[src/rtl/mlt3_pkg.sv]
package mlt3_pkg;
  typedef logic [1:0] lvl_t;
  localparam lvl_t LVL_ZERO = 2'b00;
  localparam lvl_t LVL_POS  = 2'b01;
  localparam lvl_t LVL_NEG  = 2'b11;

  // phase 0 -> 0, 1 -> +1, 2 -> 0, 3 -> -1
  function automatic lvl_t phase_to_lvl(input logic [1:0] ph);
    case (ph)
      2'd1:    phase_to_lvl = LVL_POS;
      2'd3:    phase_to_lvl = LVL_NEG;
      default: phase_to_lvl = LVL_ZERO;
    endcase
  endfunction
endpackage

[src/rtl/mlt3_sym_div.sv]
module mlt3_sym_div #(
  parameter int SYM_BITS = 5
) (
  input  logic clk,
  input  logic rst,
  input  logic run,
  output logic take_o
);
  localparam int CW = $clog2(SYM_BITS);
  localparam logic [CW-1:0] LAST = CW'(SYM_BITS - 1);
  localparam logic [CW-1:0] PRE  = CW'(SYM_BITS - 2);

  logic [CW-1:0] cnt_q;

  always_ff @(posedge clk) begin
    if (rst || !run) begin
      cnt_q  <= '0;
      take_o <= 1'b0;
    end else begin
      cnt_q  <= (cnt_q == LAST) ? '0 : cnt_q + 1'b1;
      take_o <= (cnt_q == PRE);
    end
  end
endmodule

[src/rtl/mlt3_piso.sv]
module mlt3_piso #(
  parameter int SYM_BITS  = 5,
  parameter bit MSB_FIRST = 1'b1
) (
  input  logic                clk,
  input  logic                rst,
  input  logic                run,
  input  logic                load,
  input  logic [SYM_BITS-1:0] sym_i,
  output logic                bit_o
);
  logic [SYM_BITS-1:0] sh_q;
  logic [SYM_BITS-1:0] sh_next;

  generate
    if (MSB_FIRST) begin : g_msb
      assign sh_next = {sh_q[SYM_BITS-2:0], 1'b0};
      assign bit_o   = sh_q[SYM_BITS-1];
    end else begin : g_lsb
      assign sh_next = {1'b0, sh_q[SYM_BITS-1:1]};
      assign bit_o   = sh_q[0];
    end
  endgenerate

  always_ff @(posedge clk) begin
    if (rst || !run) sh_q <= '0;
    else if (load)   sh_q <= sym_i;
    else             sh_q <= sh_next;
  end
endmodule

[src/rtl/mlt3_line_enc.sv]
module mlt3_line_enc
  import mlt3_pkg::*;
(
  input  logic clk,
  input  logic rst,
  input  logic run,
  input  logic bit_i,
  output lvl_t lvl_o
);
  logic       nrzi_q;
  logic       nrzi_d;
  logic [1:0] phase_q;
  logic [1:0] phase_next;

  assign phase_next = phase_q + {1'b0, (nrzi_q ^ nrzi_d)};

  always_ff @(posedge clk) begin
    if (rst || !run) begin
      nrzi_q  <= 1'b0;
      nrzi_d  <= 1'b0;
      phase_q <= 2'd0;
      lvl_o   <= LVL_ZERO;
    end else begin
      nrzi_q  <= nrzi_q ^ bit_i;
      nrzi_d  <= nrzi_q;
      phase_q <= phase_next;
      lvl_o   <= phase_to_lvl(phase_next);
    end
  end
endmodule

[src/rtl/mlt3_tx_serializer.sv]
module mlt3_tx_serializer
  import mlt3_pkg::*;
#(
  parameter int SYM_BITS  = 5,
  parameter bit MSB_FIRST = 1'b1,
  parameter int LAT_BITS  = 10
) (
  input  logic                clk,
  input  logic                rst,
  input  logic [SYM_BITS-1:0] sym_in,
  input  logic                speed10,
  input  logic                pd_n,
  output logic                sym_take,
  output logic [1:0]          line_lvl
);
  // shift, NRZI, level and output registers make up 3 of the latency
  localparam int PAD = LAT_BITS - 3;

  logic ser_bit;
  lvl_t enc_lvl;
  lvl_t tail_lvl;

  mlt3_sym_div #(.SYM_BITS(SYM_BITS)) u_div (
    .clk(clk), .rst(rst), .run(pd_n), .take_o(sym_take)
  );

  mlt3_piso #(.SYM_BITS(SYM_BITS), .MSB_FIRST(MSB_FIRST)) u_piso (
    .clk(clk), .rst(rst), .run(pd_n), .load(sym_take),
    .sym_i(sym_in), .bit_o(ser_bit)
  );

  mlt3_line_enc u_enc (
    .clk(clk), .rst(rst), .run(pd_n), .bit_i(ser_bit), .lvl_o(enc_lvl)
  );

  generate
    if (PAD > 0) begin : g_pad
      logic [2*PAD-1:0] pad_q;
      logic [2*PAD+1:0] pad_next;
      assign pad_next = {pad_q, enc_lvl};
      always_ff @(posedge clk) begin
        if (rst || !pd_n) pad_q <= '0;
        else              pad_q <= pad_next[2*PAD-1:0];
      end
      assign tail_lvl = pad_q[2*PAD-1 -: 2];
    end else begin : g_nopad
      assign tail_lvl = enc_lvl;
    end
  endgenerate

  always_ff @(posedge clk) begin
    if (rst || !pd_n || speed10) line_lvl <= LVL_ZERO;
    else                         line_lvl <= tail_lvl;
  end
endmodule

[config.mk]
export PLATFORM = sky130hd
export DESIGN_NAME = mlt3_tx_serializer
export DESIGN_NICKNAME = d
export VERILOG_FILES = /design/src/rtl/mlt3_pkg.sv /design/src/rtl/mlt3_sym_div.sv /design/src/rtl/mlt3_piso.sv /design/src/rtl/mlt3_line_enc.sv /design/src/rtl/mlt3_tx_serializer.sv
export SDC_FILE = /design/constraint.sdc
export NUM_CORES = 1
export LEC_CHECK = 0
export BUFFER_PORTS_ARGS = -buffer_cell sky130_fd_sc_hd__buf_2
export CAP_MARGIN = 15
export CELL_PAD_IN_SITES_DETAIL_PLACEMENT = 0
export CELL_PAD_IN_SITES_GLOBAL_PLACEMENT = 1
export CORE_UTILIZATION = 39
export CTS_BUF_LIST = sky130_fd_sc_hd__clkbuf_16
export DETAILED_ROUTE_END_ITERATION = 8
export PLACE_DENSITY = 0.73
export SETUP_SLACK_MARGIN = 0.4
export SLEW_MARGIN = 15
export SYNTH_ARGS = -nofsm -noshare
export SYNTH_HDL_FRONTEND = slang
export SYNTH_SLANG_ARGS = --single-unit
[constraint.sdc]
create_clock -name clk -period 1.15 [get_ports clk]
set_clock_uncertainty 0.2 [all_clocks]
set_input_delay 0.1725 -clock clk [delete_from_list [all_inputs] [get_ports clk]]
set_output_delay 0.1725 -clock clk [all_outputs]
set_load 0.05 [all_outputs]
==> metrics.md <==
| Metric | Value |
|---|---|
| Status | `finished with violations` |
| Violated checks | `negative hold slack, negative setup slack` |
| Hold_sp | `speed10` |
| Final Hold Fails | `7` |
| Critical Path Start | `u_enc.nrzi_d` |
| Layout cells sized above 1 | `0.4949` |
| CTS clock-pin slew for the worst setup and hold paths | `approximately 50 ps` |
| Tot GR Track Use | `0.1331` |
| Comb pwr share | `0.030` |
| Post-Syn Instances | `81` |
| Initial DRC count | `2` |
| CTS Buf Count | `5` |
| Die area | `0.002703 mm2` |
| First-pass GRT wire length | `between 2 and 2.5 mm` |
| Max Clk Rate | `0.7885 GHz` |
| Req. time, crit path | `1110 ps` |
| Net Sw Power | `approximately 440 uW` |
| Crit path depth | `4` |
| Vias in the first global route | `553` |
| Switching Share | `0.1932` |
| # port buffers | `11` |
| CTS sink cnt | `30` |
| Max Buffers Root-to-Sink | `2` |
| Clock power share | `0.516` |
| Period utilization | `1.103` |
| Drt first pass iters | `2` |
| Vias/cell | `~4.5` |
| Max VDD drop | `1263 uV` |
| Number of diodes | `0` |
| CP Class | `register to register` |
| Io pins | `12` |
| Final WS setup | `-118.3 ps` |
| Htree depth | `2` |
| Number of max-slew violations in the final report | `0` |
| Root Buffer | `clkbuf_16` |
| Top delay family on crit path | `XOR/XNOR gates` |
| Critical path arrival | `1230 ps` |
| Avg Inst Size Synth | `12.03 um2` |
| Hold/Removal Path Class | `primary input to register` |
| Core area | `0.002276 mm2` |
| Total grt overflow | `0` |
| Leak | `0.5640 nW` |
| Crit path largest cell delay | `320 ps` |
| CP max FO | `2` |
| Wirelength per Cell | `11.13 um` |
| Sequential fraction of the synthesis area | `0.6162` |
| Synthesized Nets | `94` |
| Worst relative slew slack | `0.8810` |
| Crit path time final | `1268 ps` |
| Worst-Skew Late Latency | `270 ps` |
| Die Ht | `51.99 um` |
| CP Launch Type | `register` |
| Actual slew at the worst max-slew pin | `173.5 ps` |
| FP Rows | `17` |
| Initial Util | `0.4283` |
| Hold slack | `-107.5 ps` |
| # fillers | `172` |
| Crit-path cells | `xor2_2 -> ha_4 -> xor2_1 -> and2_1` |
| DP HPWL | `878.8 um` |
| Hold Path Stages | `2` |
| Synthesized flop and latch total | `30` |
| Pin count of the biggest net entering global routing | `22` |
| Worst Path Buf+Inv | `0` |
| Setup crit end kind | `register` |
| Post-synthesis instance area | `974.7 um2` |
| RSZ-0062 raised after global routing | `true` |
| # setup viols final | `4` |
| Internal | `1.851 mW` |
| Total power | `2.294 mW` |
| DRC Markers | `0` |
| Reg power frac | `0.454` |
| Area Overhead vs Synth | `41.21%` |
| DP Worst Slack | `-104.1 ps` |
| RR Startpoint | `u_enc.nrzi_d` |
| Post-DRT Antenna Nets | `0` |
| Overall routed net length | `about 1.4 mm` |
| TritonCTS clock tree | `yes` |
| PD cells | `1667 mW/mm2` |
| Warnings from Yosys | `0` |
| Slowest CP cell | `dfxtp_2` |
| Gpl congestion | `0.6233` |
| Initial antenna violation count | `0` |
| Nets | `111` |
| Routed vias | `568` |
| Distinct cells, synth | `17` |
| Worst r2r path cells | `4` |
| Max_cap viols | `0` |
| Die X | `51.99 um` |
stage by stage:
step                      cell area [um2]    util  cells  setup TNS, ps  hold slack, ps
final                                1376  0.6047    127         -277.1          -107.5
after global routing                 1376  0.6047    127         -384.4          -113.2
after CTS                            1305  0.5734    126         -334.5          -115.7
after detailed placement             1116  0.4904    118         -239.4           167.4
after global placement               1116  0.4904    118         -188.9           164.2
after floorplan                      1046       -     81         -170.5           32.62
cell usage in the layout (no fill, tap or decap), types with 3 or more instances in the layout:
cell type,count
and2_1,15
and2_4,3
buf_2,7
buf_8,3
clkbuf_16,5
dfxtp_1,20
dfxtp_2,5
dfxtp_4,5
ha_4,4
mux2i_1,4
nor2_1,5
nor3b_2,3
registers in the layout, summed over array words and instances (netlist names):
register,cells
u_enc.phase_q,1
u_div.take_o,1
u_enc.nrzi_q,1
u_div.cnt_q,3
u_enc.lvl_o,2
u_piso.sh_q,5
g_pad.pad_q,14
u_enc.nrzi_d,1
line_lvl,2
logic make-up (layout without fill, tap and decap cells):
logic type               Yosys count  count (layout)  synth area share
multiplexers                       4               4           0.04108
adder cells (fa/ha/maj)            4               4           0.05135
AND/OR/NAND/NOR                   33              33            0.2234
flip-flops                        30              30            0.6162
buffers and inverters              7              25           0.04107
XOR/XNOR                           3               3           0.02696
cell type report:
type | instances | area, um2 | share of cell area
Sequential cell | 30 | 625.6 | 0.4545
Multi-Input combinational cell | 44 | 431.7 | 0.3136
Timing Repair Buffer | 14 | 130.1 | 0.09455
Clock buffer | 5 | 125.1 | 0.09091
Tap cell | 28 | 35.03 | 0.02545
Inverter | 3 | 16.27 | 0.01182
Clock inverter | 3 | 12.51 | 0.009091
synthesized netlist by cell type (all sizes together):
| library cell | instances | share of area |
|---|---|---|
| clkbuf | 1 | 0.0051 |
| nand2 | 1 | 0.0038 |
| buf | 3 | 0.024 |
| ha | 4 | 0.051 |
| xor2 | 2 | 0.018 |
| nor2 | 5 | 0.019 |
| nor3b | 3 | 0.039 |
| mux2i | 4 | 0.041 |
| xnor2 | 1 | 0.0090 |
| nand2b | 1 | 0.0064 |
| dfxtp | 30 | 0.62 |
| and3 | 4 | 0.026 |
| inv | 3 | 0.012 |
| nor2b | 1 | 0.014 |
| and2 | 18 | 0.12 |
layer usage:
layer | share of wire | global-route usage | up-vias | wire, um
met1 | 0.47 | 0.1295 | 266 | 669
li1 | - | - | 284 | -
met2 | 0.44 | 0.1923 | 13 | 619
met3 | 0.057 | 0.08187 | 5 | 80
met4 | 0.031 | 0.1216 | 0 | 44
met5 | 0 | 0 | - | 0
repair_timing:
item | 4_1_cts | 5_1_grt
pin swaps | 8 | 7
hold endpoints to repair | 7 | 6
buffers inserted | 0 | 1
endpoints found under the setup margin | 18 | 25
gates resized for setup | 14 | 18
worst paths after layout:
check | slack (ps) | end
max reg2reg | -120 | u_enc.phase_q[1]
max | -120 | u_enc.phase_q[1]
min reg2reg | 230 | g_pad.pad_q[5]
min | -110 | line_lvl[0]
power by group through the flow:
stage	logic, mW	clock network (mW)	registers (mW)
2_1_floorplan	0.0354	0	1.06
3_3_place_gp	0.0551	0	1.06
3_5_place_dp	0.0570	0	1.06
4_1_cts	0.0612	1.22	1.04
5_1_grt	0.0775	1.28	1.04
6_report	0.0688	1.18	1.04
Power figures use the tool's default switching activity.
